`src/rtl/pc_seq_pkg.sv`:
```
package pc_seq_pkg;
    typedef enum logic [2:0] {
        OP_STEP    = 3'd0,
        OP_JUMP    = 3'd1,
        OP_CALL    = 3'd2,
        OP_RET     = 3'd3,
        OP_RETI    = 3'd4,
        OP_IRQ     = 3'd5,
        OP_PCL_WR  = 3'd6,
        OP_PCL_ADD = 3'd7
    } pc_op_e;

    localparam int PAGE_W = 8;
endpackage

```
`src/rtl/pc_cycle_div.sv`:
```
module pc_cycle_div #(
    parameter int CYC_DIV = 4
) (
    input  logic clk,
    input  logic rst_n,
    input  logic clr_i,
    output logic step_o
);
    localparam int CNT_W = (CYC_DIV > 2) ? $clog2(CYC_DIV) : 1;
    localparam logic [CNT_W-1:0] LAST = CNT_W'(CYC_DIV - 1);

    typedef struct packed {
        logic [CNT_W-1:0] cnt;
    } div_s;

    div_s div_d, div_q;

    assign step_o = (div_q.cnt == LAST);

    always_comb begin
        div_d = div_q;
        if (clr_i || step_o) div_d.cnt = '0;
        else                 div_d.cnt = div_q.cnt + 1'b1;
    end

    always_ff @(posedge clk or negedge rst_n) begin
        if (!rst_n) div_q <= '0;
        else        div_q <= div_d;
    end

    // the enable is never high on two consecutive clocks
    a_r2_step_single: assert property (@(posedge clk) disable iff (!rst_n)
        step_o |=> !step_o);
endmodule

```
`src/rtl/pc_ret_stack.sv`:
```
module pc_ret_stack #(
    parameter int W     = 12,
    parameter int DEPTH = 4
) (
    input  logic                     clk,
    input  logic                     rst_n,
    input  logic                     clr_i,
    input  logic                     push_i,
    input  logic                     pop_i,
    input  logic [W-1:0]             push_data_i,
    output logic [W-1:0]             top_o,
    output logic [$clog2(DEPTH)-1:0] sp_o,
    output logic                     ovf_o
);
    // DEPTH must be a power of two so that the pointer wraps on its own
    localparam int SP_W  = $clog2(DEPTH);
    localparam int CNT_W = $clog2(DEPTH + 1);
    localparam logic [CNT_W-1:0] FULL = CNT_W'(DEPTH);

    typedef struct packed {
        logic [DEPTH-1:0][W-1:0] mem;
        logic [SP_W-1:0]         sp;
        logic [CNT_W-1:0]        fill;
        logic                    ovf;
    } stk_s;

    stk_s stk_d, stk_q;
    logic [SP_W-1:0] rd_idx;

    assign rd_idx = stk_q.sp - 1'b1;
    assign top_o  = stk_q.mem[rd_idx];
    assign sp_o   = stk_q.sp;
    assign ovf_o  = stk_q.ovf;

    always_comb begin
        stk_d = stk_q;
        if (clr_i) begin
            stk_d = '0;
        end else if (push_i) begin
            stk_d.mem[stk_q.sp] = push_data_i;
            stk_d.sp            = stk_q.sp + 1'b1;
            if (stk_q.fill == FULL) stk_d.ovf  = 1'b1;
            else                    stk_d.fill = stk_q.fill + 1'b1;
        end else if (pop_i) begin
            stk_d.sp = rd_idx;
            if (stk_q.fill != '0) stk_d.fill = stk_q.fill - 1'b1;
        end
    end

    always_ff @(posedge clk or negedge rst_n) begin
        if (!rst_n) stk_q <= '0;
        else        stk_q <= stk_d;
    end

    a_r10_push_advances: assert property (@(posedge clk) disable iff (!rst_n)
        (push_i && !clr_i) |=> (sp_o == SP_W'($past(sp_o) + 1'b1)));

    a_r10_ovf_sticky: assert property (@(posedge clk) disable iff (!rst_n)
        (ovf_o && !clr_i) |=> ovf_o);

    a_r11_pop_retreats: assert property (@(posedge clk) disable iff (!rst_n)
        (pop_i && !push_i && !clr_i) |=> (sp_o == SP_W'($past(sp_o) - 1'b1)));
endmodule

```
`src/rtl/pc_sequencer.sv`:
```
module pc_sequencer
    import pc_seq_pkg::*;
#(
    parameter int PC_W    = 12,
    parameter int DEPTH   = 4,
    parameter int CYC_DIV = 4,
    parameter int IRQ_VEC = 8
) (
    input  logic                     clk,
    input  logic                     rst_n,
    input  logic                     wdt_rst_i,
    input  logic [2:0]               op_i,
    input  logic [PC_W-1:0]          target_i,
    input  logic [PAGE_W-1:0]        pcl_val_i,
    output logic [PC_W-1:0]          fetch_addr_o,
    output logic [$clog2(DEPTH)-1:0] stk_ptr_o,
    output logic                     stk_ovf_o,
    output logic                     gie_set_o,
    output logic                     step_o
);
    localparam int HI_W = PC_W - PAGE_W;
    localparam logic [PC_W-1:0] VEC = PC_W'(IRQ_VEC);

    typedef struct packed {
        logic [PC_W-1:0] pc;
        logic            gie;
    } seq_s;

    seq_s seq_d, seq_q;
    pc_op_e op;
    logic push, pop;
    logic [PC_W-1:0] push_data, stk_top, pc_inc;
    logic [PAGE_W-1:0] pcl_sum;

    assign op      = pc_op_e'(op_i);
    assign pc_inc  = seq_q.pc + 1'b1;
    assign pcl_sum = seq_q.pc[PAGE_W-1:0] + pcl_val_i;

    pc_cycle_div #(.CYC_DIV(CYC_DIV)) u_div (
        .clk    (clk),
        .rst_n  (rst_n),
        .clr_i  (wdt_rst_i),
        .step_o (step_o)
    );

    pc_ret_stack #(.W(PC_W), .DEPTH(DEPTH)) u_stack (
        .clk         (clk),
        .rst_n       (rst_n),
        .clr_i       (wdt_rst_i),
        .push_i      (push),
        .pop_i       (pop),
        .push_data_i (push_data),
        .top_o       (stk_top),
        .sp_o        (stk_ptr_o),
        .ovf_o       (stk_ovf_o)
    );

    always_comb begin
        seq_d     = seq_q;
        seq_d.gie = 1'b0;
        push      = 1'b0;
        pop       = 1'b0;
        push_data = pc_inc;
        if (wdt_rst_i) begin
            seq_d = '0;
        end else if (step_o) begin
            unique case (op)
                OP_STEP:   seq_d.pc = pc_inc;
                OP_JUMP:   seq_d.pc = target_i;
                OP_CALL: begin
                    push     = 1'b1;
                    seq_d.pc = target_i;
                end
                OP_RET: begin
                    pop      = 1'b1;
                    seq_d.pc = stk_top;
                end
                OP_RETI: begin
                    pop       = 1'b1;
                    seq_d.pc  = stk_top;
                    seq_d.gie = 1'b1;
                end
                OP_IRQ: begin
                    push      = 1'b1;
                    push_data = seq_q.pc;
                    seq_d.pc  = VEC;
                end
                OP_PCL_WR:  seq_d.pc = {seq_q.pc[PC_W-1:PAGE_W], pcl_val_i};
                OP_PCL_ADD: seq_d.pc = {seq_q.pc[PC_W-1:PAGE_W], pcl_sum};
                default:    seq_d.pc = pc_inc;
            endcase
        end
    end

    always_ff @(posedge clk or negedge rst_n) begin
        if (!rst_n) seq_q <= '0;
        else        seq_q <= seq_d;
    end

    assign fetch_addr_o = seq_q.pc;
    assign gie_set_o    = seq_q.gie;

    a_r2_hold_between_steps: assert property (@(posedge clk) disable iff (!rst_n)
        (!step_o && !wdt_rst_i) |=> $stable(fetch_addr_o));

    a_r6_irq_vector: assert property (@(posedge clk) disable iff (!rst_n)
        (step_o && !wdt_rst_i && op_i == 3'd5) |=> (fetch_addr_o == VEC));

    a_r8_r9_page_kept: assert property (@(posedge clk) disable iff (!rst_n)
        (step_o && !wdt_rst_i && (op_i == 3'd6 || op_i == 3'd7)) |=>
        (fetch_addr_o[PC_W-1:PAGE_W] == $past(fetch_addr_o[PC_W-1:PAGE_W])));

    a_r7_gie_one_clock: assert property (@(posedge clk) disable iff (!rst_n)
        gie_set_o |=> !gie_set_o);

    a_r1_wdt_clears: assert property (@(posedge clk) disable iff (!rst_n)
        wdt_rst_i |=> (fetch_addr_o == '0 && stk_ptr_o == '0 && !stk_ovf_o));

    initial begin
        a_page_fits: assert (HI_W > 0);
    end
endmodule

```
`config.mk`:
```
export PLATFORM = sky130hd
export DESIGN_NAME = pc_sequencer
export DESIGN_NICKNAME = d
export VERILOG_FILES = /design/src/rtl/pc_seq_pkg.sv /design/src/rtl/pc_cycle_div.sv /design/src/rtl/pc_ret_stack.sv /design/src/rtl/pc_sequencer.sv
export SDC_FILE = /design/constraint.sdc
export NUM_CORES = 1
export LEC_CHECK = 0
export BUFFER_PORTS_ARGS = -buffer_cell sky130_fd_sc_hd__buf_4
export CORE_MARGIN = 8
export CORE_UTILIZATION = 64
export DETAILED_ROUTE_END_ITERATION = 8
export PLACE_DENSITY = 0.84
export SYNTH_ARGS = -nofsm -noshare
export SYNTH_HDL_FRONTEND = slang
export SYNTH_SLANG_ARGS = --single-unit
```
`constraint.sdc`:
```
create_clock -name clk -period 5.06 [get_ports clk]
set_input_delay 0.506 -clock clk [delete_from_list [all_inputs] [get_ports clk]]
set_output_delay 0.506 -clock clk [all_outputs]
set_load 0.005 [all_outputs]
```
Yosys cells after proc, flatten, opt, wreduce, memory -nomap -nowiden:

Index checks and enable logic that the tools add are counted.

* register bits: 69
* input port bits: 26
* output and inout port bits: 17
* word-level logic and storage cells: 75

* add/sub/neg operators: 7
* order comparisons: 3
* equality and inequality tests: 12
* mux-type cells: 27
* reductions and logical operators: 15

Operator list (number)
* 12-bit case mux with 6 select lines: 1
* 12-bit 2-to-1 mux: 5
* 54-bit 2-to-1 mux: 1
* 48-bit bitwise mux: 1
* 48-bit 2-to-1 mux: 1
* 13-bit 2-to-1 mux: 2
* 12-bit binary-select mux with 2-bit select: 1
* 12-bit demux with 2-bit select: 1
* 3-bit equality test (second input constant): 5
* 12-bit by 1-bit adder with 12-bit output (second input constant): 1
* 5-bit 2-to-1 mux: 2
* 1-bit 2-to-1 mux: 9
* 3-bit nonzero test: 3
* 8-bit adder: 1
* 3-bit by 2-bit equality test with 1-bit output (second input constant): 2
* 2-bit by 3-bit less-than comparator with 1-bit output (second input constant): 2
* 3-bit 2-to-1 mux: 2
* 3-bit AND reduction: 2
* 2-bit nonzero test: 3
* 2-bit OR reduction: 3
* 2-bit by 1-bit adder with 2-bit output (second input constant): 2
* 2-bit inequality test (second input constant): 2
* 3-bit by 1-bit adder with 3-bit output (second input constant): 1
* 3-bit by 1-bit equality test with 1-bit output (second input constant): 1
* other kinds (10): 10

Logic depth before layout (Yosys ltp):

* depth in word-level cells: 8
* mapped depth: 10
* mapped depth without buffers: 8

Hierarchy:

A second synthesis with hierarchy kept.

* cells, all modules: 522
* area, all modules: 4513.1 um^2

By module, submodules not included
* pc_ret_stack: times used 1, cells an instance 271, area each 2605.0 um^2, seq. area each 1351.3 um^2
* pc_sequencer: times used 1, cells an instance 246, area each 1823.0 um^2, seq. area each 325.3 um^2
* pc_cycle_div: times used 1, cells an instance 5, area each 85.1 um^2, seq. area each 50.0 um^2

Least setup slack after synthesis:

OpenSTA, ideal clock, no wires.

* path kind: reg-to-reg
* start: reg u_stack.stk_q, in the netlist u_stack.sp_o[0]
* end: reg seq_q, in the netlist fetch_addr_o[10]
* arrival: 2135 ps
* data required time: 4934 ps
* slack: 2799 ps
* stages on the path, launching flop included: 11
* buffers on the path: 3
* path through: dfrtp_1 -> buf_6 -> buf_12 -> inv_1 -> ha_1 -> buf_2 -> mux4_2 -> o21ai_0 -> o21ai_0 -> and3_1 -> a221o_1

* longest elaborated chain between the ends: 6

RTL lines
* start: declaration: RTL line pc_ret_stack.sv:27 `stk_s stk_d, stk_q;`
* start signal: assignment: RTL line pc_ret_stack.sv:52 `else stk_q <= stk_d;`
* 2-bit by 1-bit subtractor with 2-bit output: RTL line pc_ret_stack.sv:30 `assign rd_idx = stk_q.sp - 1'b1;`
* 12-bit binary-select mux with 2-bit select: RTL line pc_ret_stack.sv:31 `assign top_o = stk_q.mem[rd_idx];`
* 12-bit 2-to-1 mux (implied by the code): RTL line pc_ret_stack.sv:31
* 12-bit case mux with 6 select lines: RTL line pc_sequencer.sv:67 `unique case (op)`
* 13-bit 2-to-1 mux: RTL line pc_sequencer.sv:66 `end else if (step_o) begin`
* 13-bit 2-to-1 mux: RTL line pc_sequencer.sv:64 `if (wdt_rst_i) begin`
* end signal: assignment: RTL line pc_sequencer.sv:97 `else seq_q <= seq_d;`
* end: declaration: RTL line pc_sequencer.sv:29 `seq_s seq_d, seq_q;`

Every way passes these cells. The select of a mux whose other input is x is not followed.
A chain may end at the register's enable or synchronous reset.

Final worst setup path:

Ends and elaborated chain as after synthesis.

==> impl_metrics.ini <==
[routing]
drc = 0
vias_per_cell = 6.64
wirelength_um = 11200
num_vias = 3686
first_pass_iters = 5
ant_nets = 0
post_drt_wl_per_cell_um = 20.2
drt_iter0_drc = 368

[placed_design]
io_buffers = 42
dp_cells = 539
place.gp.congestion = 0.889
hpwl_um = 7810
dp_slack_ps = 2070
postPlaceCellArea_um2 = 4500

[synthesis]
async_flop_share_pct = 100
synth_edf_count = 0
yosys_register_bits = 69
yosysTopAreaCell = dfrtp_1
synth.avg_cell_area_um2 = 9.49
synthFlopType = dfrtp_1
synthCells = 450
syn-num-nets = 491
ys_types = 60
syn_area_um2 = 4270
synth.area.top_cells = dfrtp_1 40%, o21ai_0 7.0%, nand2_1 6.8%
yosysWarnings = 0
synth.yosys.seq_area_share_pct = 40.4
synth_top_area_share_pct = 40.4

[die]
start_util_pct = 66.9
dieWidth_um = 97.7
chipHeight_um = 97.7
num_rows = 29
core_um2 = 6390
ios = 43
die_area_um2 = 9540

[clock_tree]
clockBufferDepth = 2
cts_resized = 0
insertion_delay_ps = 350
cts_hold_buffers = 0
cts_sinks = 69
cts_tree = built
cts_buffers = 9
h-tree-depth = 3
cts_root_buf = clkbuf_8
postCtsSetupRepairBufs = 0
path_clk_slew_ps = 80

[layout]
layout.nets = 514
final_cell_count_no_fill = 555
fin_util_pct = 73.6
fin_area_um2 = 4700
diodes = 0
syn2layout_area_growth_pct = 9.99
drive_gt1_share_pct = 16.3
final_cell_mix = 77 x nand2_1, 69 x dfrtp_1, 60 x o21ai_0, 43 x buf_4
layout_commonest_cell = nand2_1

[worst_setup_path]
crit_slowest_cell = dfrtp_1
crit_path_start = u_stack.sp_o[0]$_DFFE_PN0P_
crit_top_cell = o21ai_0
crit_chain = inv_1, ha_1, mux4_2, o21ai_0, o21ai_0, and3_1, a221o_1
cpPeakStageDelay_ps = 930
start_kind = register
crit_type = register to register
worst-endpoint-arrival_ps = 3270
r2r_slack_ps = 2020
cp-end-kind = register
crit_fanout = 18
cp.required_ps = 5290
reg2reg_from = u_stack.sp_o[0]$_DFFE_PN0P_

[timing]
post-route-period-util_pct = 60.0
setup_viol = 0
tns_ps = 0
rsz0062_at_grt = false
maxSlewViolCount = 0
final_hold_viol_count = 0
skew_ps = 9.64
hold_slack_ps = 270
worstMarginPinSlew_ps = 1220
worst_slack_ps = 2020
post-route-min-period_ps = 3040
max_clock_freq_ghz = 0.329
relSlewSlack_pct = 18.6

[power_and_ir_drop]
power.leakage_nw = 2.09
power_density_nw_per_um2 = 274
vdd_drop_max_uv = 218
power.total_mw = 1.29

[global_route]
grt_usage_pct = 23.9
overflow = 0
grt_pass1_wl_um = 18700
antenna_found_initial = 0
grt_max_degree = 70
grt_pass1_vias = 3614

[worst_hold_path]
hp-class = input port to async pin

[status]
outcome = finished clean

[job]
maxCapViolCount = 0
[Yosys cell counts (all sizes together), types with 10 or more instances]
library cell and number:
nand2 77, dfrtp 69, o21ai 66, buf 21, nor2 20, a21oi 19, xnor2 15, ha 13
inv 12, mux4 12, clkbuf 10
[worst max-delay path: cells and delay by family, from the launching register on]
family	cells	cell delay (ps)
flip-flops	1	930
adder cells (fa/ha/maj)	1	710
AO/OA/AOI/OAI	3	490
multiplexers	1	390
AND/OR/NAND/NOR	1	210
buffers and inverters	1	170
[path summary, 6_finish.rpt]
check	cells after the start	end
max reg2reg	7	fetch_addr_o[10]$_DFFE_PN0P_
max in group asynchronous	1	u_stack.stk_q[39]$_DFFE_PN0P_
max	7	fetch_addr_o[10]$_DFFE_PN0P_
min in group clk	1	u_div.div_q[0]$_DFF_PN0_
min	1	u_stack.stk_q[1]$_DFFE_PN0P_
min reg2reg	1	u_div.div_q[0]$_DFF_PN0_
[per-layer routing]
metal | vias up | track usage (%) | wire, µm
li1 | 1667 | - | -
met1 | 1771 | 30.5 | 4510
met2 | 206 | 37.5 | 5350
met3 | 42 | 5.76 | 994
met4 | 0 | 11.0 | 363
met5 | - | 0 | 0
[state kept, by name, indices dropped and copies added (netlist names)]
name,flops
u_div.div_q,2
gie_set_o,1
u_stack.sp_o,2
fetch_addr_o,12
u_stack.ovf_o,1
u_stack.stk_q,51
[where the power goes]
part | internal [mW] | switching [mW]
combinational | 0.0975 | 0.132
clock | 0.230 | 0.231
sequential | 0.567 | 0.0308
total | 0.895 | 0.393
[cell type report]
cell class	instances	area, µm²
clock inverters	7	73.8
multi-input cells	337	2300
repair buffers	43	323
inverters	13	48.8
flip-flops and latches	69	1730
clock buffers	9	124
fillers	471	1690
well taps	77	96.3
[cell families after synthesis]
family,share of synthesized area [%]
multiplexers,7.85
AO/OA/AOI/OAI,21.0
AND/OR/NAND/NOR,14.1
flip-flops,40.4
buffers and inverters,5.60
XOR/XNOR,4.92
adder cells (fa/ha/maj),6.15
(Power assumes the default switching activity.)
